`config.mk`:
```
export PLATFORM = sky130hd
export DESIGN_NAME = pwm_pair
export DESIGN_NICKNAME = d
export VERILOG_FILES = /design/src/rtl/pwm_pair_pkg.sv /design/src/rtl/pwm_pair_regs.sv /design/src/rtl/pwm_pair_engine.sv /design/src/rtl/pwm_pair.sv
export SDC_FILE = /design/constraint.sdc
export NUM_CORES = 1
export LEC_CHECK = 0
export BUFFER_PORTS_ARGS = -buffer_cell sky130_fd_sc_hd__buf_4
export CORE_MARGIN = 2
export CORE_UTILIZATION = 45
export DETAILED_ROUTE_END_ITERATION = 16
export SYNTH_ARGS = -nofsm -noshare
export SYNTH_HDL_FRONTEND = slang
export SYNTH_HIERARCHICAL = 1
export SYNTH_SLANG_ARGS = --single-unit
```
`constraint.sdc`:
```
create_clock -name clk -period 8.2 [get_ports clk]
set_clock_uncertainty 0.2 [all_clocks]
set_input_delay 1.64 -clock clk [delete_from_list [all_inputs] [get_ports clk]]
set_output_delay 1.64 -clock clk [all_outputs]
set_load 0.03 [all_outputs]
```
`src/rtl/pwm_pair_pkg.sv`:
```
package pwm_pair_pkg;

  localparam int ADR_W = 3;

  localparam logic [ADR_W-1:0] ADR_CTRL   = 3'd0;
  localparam logic [ADR_W-1:0] ADR_FUSE   = 3'd1;
  localparam logic [ADR_W-1:0] ADR_PER_E  = 3'd2;
  localparam logic [ADR_W-1:0] ADR_PER_O  = 3'd3;
  localparam logic [ADR_W-1:0] ADR_DUTY_E = 3'd4;
  localparam logic [ADR_W-1:0] ADR_DUTY_O = 3'd5;
  localparam logic [ADR_W-1:0] ADR_CNT_E  = 3'd6;
  localparam logic [ADR_W-1:0] ADR_CNT_O  = 3'd7;

  // Control byte, MSB first; bit0 is the even enable.
  typedef struct packed {
    logic ctr_o;
    logic ctr_e;
    logic sel_o;
    logic sel_e;
    logic pol_o;
    logic pol_e;
    logic en_o;
    logic en_e;
  } ctrl_t;

  // Pin level for a channel: active level equals the polarity bit.
  function automatic logic pin_level(input logic active, input logic pol_hi);
    return active ? pol_hi : ~pol_hi;
  endfunction

  // Picks the clock enable named by a select bit.
  function automatic logic pick_tick(input logic sel, input logic ta, input logic tb);
    return sel ? tb : ta;
  endfunction

endpackage

```
`src/rtl/pwm_pair_regs.sv`:
```
module pwm_pair_regs
  import pwm_pair_pkg::*;
#(
  parameter int CH_W         = 8,
  parameter bit PAIR_PRESENT = 1'b1
) (
  input  logic             clk,
  input  logic             rst_n,
  input  logic             wr,
  input  logic [ADR_W-1:0] addr,
  input  logic [CH_W-1:0]  wdata,
  input  logic [CH_W-1:0]  cnt_e_rd,
  input  logic [CH_W-1:0]  cnt_o_rd,
  output logic [CH_W-1:0]  rdata,
  output ctrl_t            ctrl,
  output logic             fuse,
  output logic [CH_W-1:0]  per_e,
  output logic [CH_W-1:0]  per_o,
  output logic [CH_W-1:0]  duty_e,
  output logic [CH_W-1:0]  duty_o
);

  localparam int CTRL_W = $bits(ctrl_t);

  logic wr_ctrl, wr_fuse, wr_per_e, wr_per_o, wr_duty_e, wr_duty_o;

  assign wr_ctrl   = wr && (addr == ADR_CTRL);
  assign wr_fuse   = wr && (addr == ADR_FUSE);
  assign wr_per_e  = wr && (addr == ADR_PER_E);
  assign wr_per_o  = wr && (addr == ADR_PER_O);
  assign wr_duty_e = wr && (addr == ADR_DUTY_E);
  assign wr_duty_o = wr && (addr == ADR_DUTY_O);

  always_ff @(posedge clk) begin
    if (!rst_n) begin
      ctrl   <= '0;
      per_e  <= '0;
      per_o  <= '0;
      duty_e <= '0;
      duty_o <= '0;
    end else begin
      if (wr_ctrl)   ctrl   <= ctrl_t'(wdata[CTRL_W-1:0]);
      if (wr_per_e)  per_e  <= wdata;
      if (wr_per_o)  per_o  <= wdata;
      if (wr_duty_e) duty_e <= wdata;
      if (wr_duty_o) duty_o <= wdata;
    end
  end

  generate
    if (PAIR_PRESENT) begin : g_fuse
      logic fuse_q;
      always_ff @(posedge clk) begin
        if (!rst_n)       fuse_q <= 1'b0;
        else if (wr_fuse) fuse_q <= wdata[0];
      end
      assign fuse = fuse_q;
    end else begin : g_nofuse
      assign fuse = 1'b0;
    end
  endgenerate

  always_comb begin
    unique case (addr)
      ADR_CTRL:   rdata = CH_W'(ctrl);
      ADR_FUSE:   rdata = CH_W'(fuse);
      ADR_PER_E:  rdata = per_e;
      ADR_PER_O:  rdata = per_o;
      ADR_DUTY_E: rdata = duty_e;
      ADR_DUTY_O: rdata = duty_o;
      ADR_CNT_E:  rdata = cnt_e_rd;
      default:    rdata = cnt_o_rd;
    endcase
  end

  AST_PER_BUF_WRITE: assert property (@(posedge clk) disable iff (!rst_n)
    wr_per_e |=> per_e == $past(wdata));

  AST_DUTY_BUF_WRITE: assert property (@(posedge clk) disable iff (!rst_n)
    wr_duty_o |=> duty_o == $past(wdata));

endmodule

```
`src/rtl/pwm_pair_engine.sv`:
```
module pwm_pair_engine
  import pwm_pair_pkg::*;
#(
  parameter int W = 8
) (
  input  logic         clk,
  input  logic         rst_n,
  input  logic         en,
  input  logic         pol_hi,
  input  logic         center,
  input  logic         tick,
  input  logic [W-1:0] per_buf,
  input  logic [W-1:0] duty_buf,
  output logic         pin,
  output logic [W-1:0] cnt,
  output logic         wrap_evt
);

  logic [W-1:0] cnt_q, cnt_d;
  logic [W-1:0] per_q, duty_q;
  logic         down_q, down_d;
  logic         load;
  logic [W:0]   cnt_inc;
  logic         below_duty;

  assign cnt_inc = {1'b0, cnt_q} + 1'b1;

  always_comb begin
    cnt_d  = cnt_q;
    down_d = down_q;
    load   = 1'b0;
    if (!en) begin
      cnt_d  = '0;
      down_d = 1'b0;
      load   = 1'b1;
    end else if (tick) begin
      if (!center) begin
        down_d = 1'b0;
        if (cnt_inc >= {1'b0, per_q}) begin
          cnt_d = '0;
          load  = 1'b1;
        end else begin
          cnt_d = cnt_inc[W-1:0];
        end
      end else if (per_q == '0) begin
        cnt_d  = '0;
        down_d = 1'b0;
        load   = 1'b1;
      end else if (!down_q && (cnt_q < per_q)) begin
        cnt_d = cnt_inc[W-1:0];
      end else if (cnt_q <= W'(1)) begin
        cnt_d  = '0;
        down_d = 1'b0;
        load   = 1'b1;
      end else begin
        cnt_d  = cnt_q - 1'b1;
        down_d = 1'b1;
      end
    end
  end

  always_ff @(posedge clk) begin
    if (!rst_n) begin
      cnt_q  <= '0;
      down_q <= 1'b0;
      per_q  <= '0;
      duty_q <= '0;
    end else begin
      cnt_q  <= cnt_d;
      down_q <= down_d;
      if (load) begin
        per_q  <= per_buf;
        duty_q <= duty_buf;
      end
    end
  end

  assign below_duty = cnt_q < duty_q;
  assign pin        = en ? pin_level(below_duty, pol_hi) : ~pol_hi;
  assign cnt        = cnt_q;
  assign wrap_evt   = en && tick && load;

  AST_EDGE_BOUND: assert property (@(posedge clk) disable iff (!rst_n)
    (en && !center && per_q != '0) |-> cnt_q < per_q);

  AST_CENTER_BOUND: assert property (@(posedge clk) disable iff (!rst_n)
    (en && center) |-> cnt_q <= per_q);

  AST_TICK_HOLD: assert property (@(posedge clk) disable iff (!rst_n)
    (en && !tick) |=> $stable(cnt_q));

  AST_IDLE_CLEAR: assert property (@(posedge clk) disable iff (!rst_n)
    !en |=> cnt_q == '0);

  AST_WRAP_LOAD: assert property (@(posedge clk) disable iff (!rst_n)
    wrap_evt |=> (per_q == $past(per_buf)) && (cnt_q == '0));

endmodule

```
`src/rtl/pwm_pair.sv`:
```
module pwm_pair
  import pwm_pair_pkg::*;
#(
  parameter int CH_W         = 8,
  parameter bit PAIR_PRESENT = 1'b1
) (
  input  logic             clk,
  input  logic             rst_n,
  input  logic             reg_wr,
  input  logic [ADR_W-1:0] reg_addr,
  input  logic [CH_W-1:0]  reg_wdata,
  output logic [CH_W-1:0]  reg_rdata,
  input  logic             tick_a,
  input  logic             tick_b,
  output logic             pwm_even,
  output logic             pwm_odd
);

  localparam int WIDE_W = 2 * CH_W;
  localparam int N_CH   = 2;

  ctrl_t            ctrl;
  logic             fuse;
  logic [CH_W-1:0]  per_e, per_o, duty_e, duty_o;
  logic [CH_W-1:0]  cnt_e_rd, cnt_o_rd;

  // Narrow channel bundle, index 0 even, 1 odd.
  logic             n_en   [N_CH];
  logic             n_pol  [N_CH];
  logic             n_ctr  [N_CH];
  logic             n_tick [N_CH];
  logic [CH_W-1:0]  n_per  [N_CH];
  logic [CH_W-1:0]  n_duty [N_CH];
  logic             n_pin  [N_CH];
  logic [CH_W-1:0]  n_cnt  [N_CH];
  logic             n_wrap [N_CH];

  logic             w_en, w_tick, w_pin, w_wrap;
  logic [WIDE_W-1:0] w_cnt;

  pwm_pair_regs #(.CH_W(CH_W), .PAIR_PRESENT(PAIR_PRESENT)) u_regs (
    .clk      (clk),
    .rst_n    (rst_n),
    .wr       (reg_wr),
    .addr     (reg_addr),
    .wdata    (reg_wdata),
    .cnt_e_rd (cnt_e_rd),
    .cnt_o_rd (cnt_o_rd),
    .rdata    (reg_rdata),
    .ctrl     (ctrl),
    .fuse     (fuse),
    .per_e    (per_e),
    .per_o    (per_o),
    .duty_e   (duty_e),
    .duty_o   (duty_o)
  );

  assign n_en[0]   = ctrl.en_e && !fuse;
  assign n_en[1]   = ctrl.en_o && !fuse;
  assign n_pol[0]  = ctrl.pol_e;
  assign n_pol[1]  = ctrl.pol_o;
  assign n_ctr[0]  = ctrl.ctr_e;
  assign n_ctr[1]  = ctrl.ctr_o;
  assign n_tick[0] = pick_tick(ctrl.sel_e, tick_a, tick_b);
  assign n_tick[1] = pick_tick(ctrl.sel_o, tick_a, tick_b);
  assign n_per[0]  = per_e;
  assign n_per[1]  = per_o;
  assign n_duty[0] = duty_e;
  assign n_duty[1] = duty_o;

  generate
    for (genvar i = 0; i < N_CH; i++) begin : g_narrow
      pwm_pair_engine #(.W(CH_W)) u_eng (
        .clk      (clk),
        .rst_n    (rst_n),
        .en       (n_en[i]),
        .pol_hi   (n_pol[i]),
        .center   (n_ctr[i]),
        .tick     (n_tick[i]),
        .per_buf  (n_per[i]),
        .duty_buf (n_duty[i]),
        .pin      (n_pin[i]),
        .cnt      (n_cnt[i]),
        .wrap_evt (n_wrap[i])
      );
    end
  endgenerate

  // Fused channel: odd control bits, even bytes on top.
  assign w_en   = ctrl.en_o && fuse;
  assign w_tick = n_tick[1];

  pwm_pair_engine #(.W(WIDE_W)) u_wide (
    .clk      (clk),
    .rst_n    (rst_n),
    .en       (w_en),
    .pol_hi   (ctrl.pol_o),
    .center   (ctrl.ctr_o),
    .tick     (w_tick),
    .per_buf  ({per_e, per_o}),
    .duty_buf ({duty_e, duty_o}),
    .pin      (w_pin),
    .cnt      (w_cnt),
    .wrap_evt (w_wrap)
  );

  assign cnt_e_rd = fuse ? w_cnt[WIDE_W-1:CH_W] : n_cnt[0];
  assign cnt_o_rd = fuse ? w_cnt[CH_W-1:0]      : n_cnt[1];

  assign pwm_even = fuse ? ~ctrl.pol_e : n_pin[0];
  assign pwm_odd  = fuse ? w_pin       : n_pin[1];

  AST_FUSE_PARKS_NARROW: assert property (@(posedge clk) disable iff (!rst_n)
    ($past(fuse) && fuse) |-> (n_cnt[0] == '0) && (n_cnt[1] == '0));

  AST_SPLIT_PARKS_WIDE: assert property (@(posedge clk) disable iff (!rst_n)
    ($past(!fuse) && !fuse) |-> w_cnt == '0);

  AST_WRAP_EXCLUSIVE: assert property (@(posedge clk) disable iff (!rst_n)
    fuse |-> !(n_wrap[0] || n_wrap[1]));

  AST_WIDE_IDLE_SPLIT: assert property (@(posedge clk) disable iff (!rst_n)
    !fuse |-> !w_wrap);

endmodule

```
[After elaboration in Yosys (flattened, before gate mapping)]
Index checks and enable logic that the tools add are counted.
Operators by class
  $add $sub $neg: 6
  order comparisons: 12
  equal/unequal tests: 9
  mux-type cells: 61
  bitwise gates (word level): 2
  reduce and logical (&&, ||, !) cells: 26
Operator list (count)
  8-bit two-way mux: 12
  16-bit two-way mux: 5
  8-bit one-hot mux with 7 select lines: 1
  1-bit two-way mux: 43
  16-bit less-than comparator: 2
  8-bit less-than comparator: 4
  8-bit by 1-bit adder with 9-bit output, second input constant: 2
  9-bit by 8-bit >= comparator with 1-bit output: 2
  16-bit by 1-bit adder with 17-bit output, second input constant: 1
  17-bit by 16-bit >= comparator with 1-bit output: 1
  16-bit by 1-bit less-or-equal comparator with 1-bit output, second input constant: 1
  8-bit by 1-bit less-or-equal comparator with 1-bit output, second input constant: 2
  16-bit zero test: 1
  8-bit zero test: 2
  16-bit by 1-bit subtractor with 16-bit output, second input constant: 1
  8-bit by 1-bit subtractor with 8-bit output, second input constant: 2
  1-bit logical AND: 12
  2-bit AND reduction: 6
  3-bit == test, second input constant: 3
  3-bit by 2-bit != test with 1-bit output, second input constant: 3
  3-bit by 2-bit == test with 1-bit output, second input constant: 2
  1-bit zero test: 4
  3-bit by 1-bit == test with 1-bit output, second input constant: 1
  3-bit zero test: 1
  1-bit NOT: 2
Storage, ports and cells
  bits in registers: 140
  output and inout bits: 10
  word-level logic and storage cells: 141

[Longest topological paths before layout]
  depth in word-level cells: 7
  depth in mapped cells: 16
  gate-level depth less buffers: 14

[Cells and area by module]
The synthesis kept the hierarchy.
By module, submodules not included
  pwm_pair_engine at u_wide: instances 1, cells an instance 510, area each 4189.0 µm²
  pwm_pair_regs: instances 1, cells an instance 240, area each 2204.6 µm²
  pwm_pair_engine at g_narrow[1].u_eng: instances 1, cells an instance 262, area each 2159.6 µm²
  pwm_pair_engine at g_narrow[0].u_eng: instances 1, cells an instance 248, area each 2055.7 µm²
  pwm_pair: instances 1, cells an instance 26, area each 329.1 µm²

[Least setup slack after synthesis]
OpenSTA, ideal clock, no wires.
  path kind: input-to-output
  start: input port reg_addr[2]
  end: output port reg_rdata[6]
  arrival: 2.690 ns
  data required time: 6.360 ns
  setup slack: 3.670 ns
  cell stages on the path: 5
  buffers on the path: 2
  cells stage by stage: buf_4 buf_2 nor3b_1 a311oi_1 o22ai_1
Between the ends
  word-level cells in the longest chain between the ends: 2
  elaborated cells on any way between the ends: 8
  classes of those cells: eq/ne: 6; mux: 1; reduce/logical: 1
Ends and longest elaborated chain
  from (decl): line pwm_pair.sv:10  | input logic [ADR_W-1:0] reg_addr,
  3-bit == test (tied with other cells): line pwm_pair_regs.sv:64  | unique case (addr)
  8-bit one-hot mux with 7 select lines (*): line pwm_pair_regs.sv:64
  to (decl): line pwm_pair.sv:12  | output logic [CH_W-1:0] reg_rdata,
Mark *: on every way between the ends. The rest lies on a longest branch, timed or not.

[Worst setup path in the final report]
  start: register u_regs.g_fuse.fuse_q, in the netlist u_regs/fuse
  end: output port pwm_odd
Between the ends
  elaborated cells on any way between the ends: 6
  classes of those cells: mux: 3; reduce/logical: 3
RTL lines
  from (decl): line pwm_pair_regs.sv:52  | logic fuse_q;
  from (signal assigned): line pwm_pair_regs.sv:55  | else if (wr_fuse) fuse_q <= wdata[0];
  1-bit logical AND: line pwm_pair.sv:90  | assign w_en = ctrl.en_o && fuse;
  net w_en: line pwm_pair.sv:38  | logic w_en, w_tick, w_pin, w_wrap;
  1-bit two-way mux: line pwm_pair_engine.sv:79  | assign pin = en ? pin_level(below_duty, pol_hi) : ~pol_hi;
  net w_pin: line pwm_pair.sv:38
  1-bit two-way mux: line pwm_pair.sv:111  | assign pwm_odd = fuse ? w_pin : n_pin[1];
  to (decl): line pwm_pair.sv:16  | output logic pwm_odd
The timed path passes the listed nets, and every way through them passes these cells.

==> results by group <==
Critical path
  • Worst EP required: 6360 ps
  • Data arrival time of the critical path: 3070 ps
  • Flop2flop setup slack: 3500 ps
  • Worst r2r src: u_wide/cnt[0]
  • Origin of the worst setup path: u_regs/fuse
  • Reg2Reg Capture Point: u_wide/cnt[3]
  • Crit path max fanout: 23
  • Crit path kind: reg -> out
  • Worst setup SP type: flip-flop
  • FF-to-FF path depth: 14
  • Worst setup EP type: output pin

Power
  • Peak supply drop: between 0.1 and 0.15 mV
  • Comb power frac: roughly 8.4%
  • Power Internal: 1150 uW
  • PwrDens: around 140 nW/um^2
  • Psw: 495 uW
  • Switch share: between 30 and 40%
  • Power consumption: approximately 1600 uW
  • Leak: between 0.004 and 0.005 uW
  • Clock network power share: between 40 and 50%
  • Sequential Power Share: 42.4%

Detailed routing
  • Initial DRC Count: 599
  • WL final: 30100 um
  • Initial DRT Pass Iterations: 5
  • Vias: roughly 9200
  • Routed wire per std cell: roughly 19 um
  • Residual DRC count: 0
  • Final ANT Viol Nets: 0
  • Vias per cell: 5.77

Final layout
  • Number of diodes: 0
  • Nets: 1373
  • Fraction of layout cells with a size suffix above 1: between 10% and 20%
  • Area delta synth->final: 6.55%
  • Post-layout util: 48.4%

Clock tree
  • H-tree Lvls: 4
  • Clock Latency Late Sink: 450 ps
  • Clk pin slew, worst setup/hold paths: 80 ps
  • Max Root-Sink Buffers: 2
  • Clock root cell: clkbuf_16
  • CTS tree: built
  • CTS resizes: 0
  • Total setup buffers inserted after CTS: 0
  • Sink Count: 140
  • Cts bufs inserted: 17
  • Number of hold buffers added after CTS: 0

GRT
  • Total global routing overflow: 0
  • Antenna violations before repair: 0
  • Gr usage total: 23.9%
  • Vias in the first global route: 8610
  • Pin count of the biggest net entering global routing: 67
  • First-pass GRT wire length: 48300 um

Timing
  • Max Slew Vio Count: 0
  • Setup violations, final: 0
  • Slew margin rel.: roughly a fifth
  • TNS Setup: 0 ps
  • Fin crit share: 59.8%
  • RSZ-0062 raised after global routing: false
  • Final hold vios: 0
  • Achievable Freq: about 200 MHz
  • Crit path time final: just under 5000 ps
  • Worst slew pin tran: ~1200 ps

Hold path
  • Hold path endpoint: u_wide/duty_q[12]
  • Hold Path Depth: 2
  • Tightest Hold Check Type: reg -> reg
  • Hold Startpoint: u_wide/duty_q[12]

Floorplan
  • Die Y: 160 um
  • Die Wd: 160 um
  • Die Area: ~26000 um^2
  • Num rows: 57
  • IO Pins: 26
  • Core region area: ~24000 um^2
  • Initial core utilization: 45.4%

Placed design
  • GPL Wtd Cong: 0.917
  • DP HPWL: 21600 um
  • Port bufs: 25

Synth
  • Syn Inst Count: 1283
  • Post-Syn Area: 10900 um^2
  • Avg Synthesized Cell Area: 8.51 um^2
  • Syn_nets: 1401
  • Yosys Warn Count: 6

Status
  • Status: finished clean

Flow run
  • Max-cap violations: 0
worst max-delay path by stage:
stage,to,slack [ps]
global placement,reg_rdata[6],3490
CTS,pwm_odd,3300
floorplan,reg_rdata[6],3670
finish,pwm_odd,3290
detailed placement,reg_rdata[6],3460
global route,u_wide/cnt[3],2990
stage by stage:
stage,instances,instance area [um^2],setup slack (ps),hold WS (ps)
global route,1592,11600,2990,277
CTS,1592,11600,3300,257
global placement,1560,11000,3490,245
finish,1592,11600,3290,256
detailed placement,1560,11000,3460,246
floorplan,1283,10900,3670,237
area by class of cell:
type | count | area [um^2]
Sequential cell | 140 | 2800
Tap cell | 324 | 405
Clock buffer | 17 | 425
Multi-Input combinational cell | 981 | 7260
Fill cell | 2347 | 12400
Inverter | 84 | 315
Clock inverter | 15 | 193
Timing Repair Buffer | 31 | 233
placed cells by master, fill, tap and decap left out, types with 6 or more instances in the layout:
| master | instances |
|---|---|
| nand3b_1 | 7 |
| nor4_1 | 17 |
| nand2b_1 | 9 |
| o21ai_1 | 7 |
| a21boi_1 | 14 |
| a21oi_1 | 36 |
| clkinv_8 | 6 |
| nand2_1 | 203 |
| a21boi_0 | 17 |
| a211oi_1 | 14 |
| nor2_1 | 41 |
| mux2_2 | 6 |
| mux2_4 | 17 |
| mux2i_1 | 69 |
| a221oi_1 | 8 |
| buf_4 | 31 |
| o21ai_2 | 33 |
| nand3_1 | 43 |
| and2_1 | 7 |
| inv_1 | 81 |
| a21o_1 | 13 |
| ha_1 | 102 |
| nand3_2 | 28 |
| xnor2_1 | 15 |
| o21ai_0 | 28 |
| or3_1 | 6 |
| and3_1 | 16 |
| o211ai_1 | 9 |
| a31oi_1 | 18 |
| dfxtp_1 | 140 |
| xor2_1 | 18 |
| nor2b_1 | 27 |
| clkbuf_16 | 17 |
| nand4_1 | 11 |
| nor3_1 | 21 |
| o22ai_1 | 7 |
state kept, by name, indices dropped and copies added, names as in the netlist, 16 cells and up:
register               flops
g_narrow.u_eng/per_q      16
g_narrow.u_eng/cnt        16
u_wide/per_q              16
u_wide/cnt                16
g_narrow.u_eng/duty_q     16
u_wide/duty_q             16
worst max-delay path, stage by stage (launching register included):
cell     delay [ps]
dfxtp_1         310
buf_4           390
and2_1          240
inv_1           100
or3_1           400
or4_1           510
nand4_1         110
nor3_1           80
mux2_4          290
buf_4           170
layer usage:
layer	vias to the layer above	part of all wire, %	track usage (%)
met5	-	0	0
li1	4542	-	-
met3	30	4.8	3.71
met4	0	1.8	6.72
met1	4367	47	33.1
met2	243	46	38.5
power by group through the flow:
| stage | sequential (uW) | clock [uW] | combinational [uW] |
|---|---|---|---|
| after floorplan | 709 | 0 | 107 |
| after global placement | 715 | 0 | 136 |
| after detailed placement | 715 | 0 | 137 |
| after CTS | 699 | 822 | 138 |
| after global routing | 700 | 849 | 151 |
| final | 699 | 811 | 139 |
Note: power is estimated with default switching activity, not from simulation.
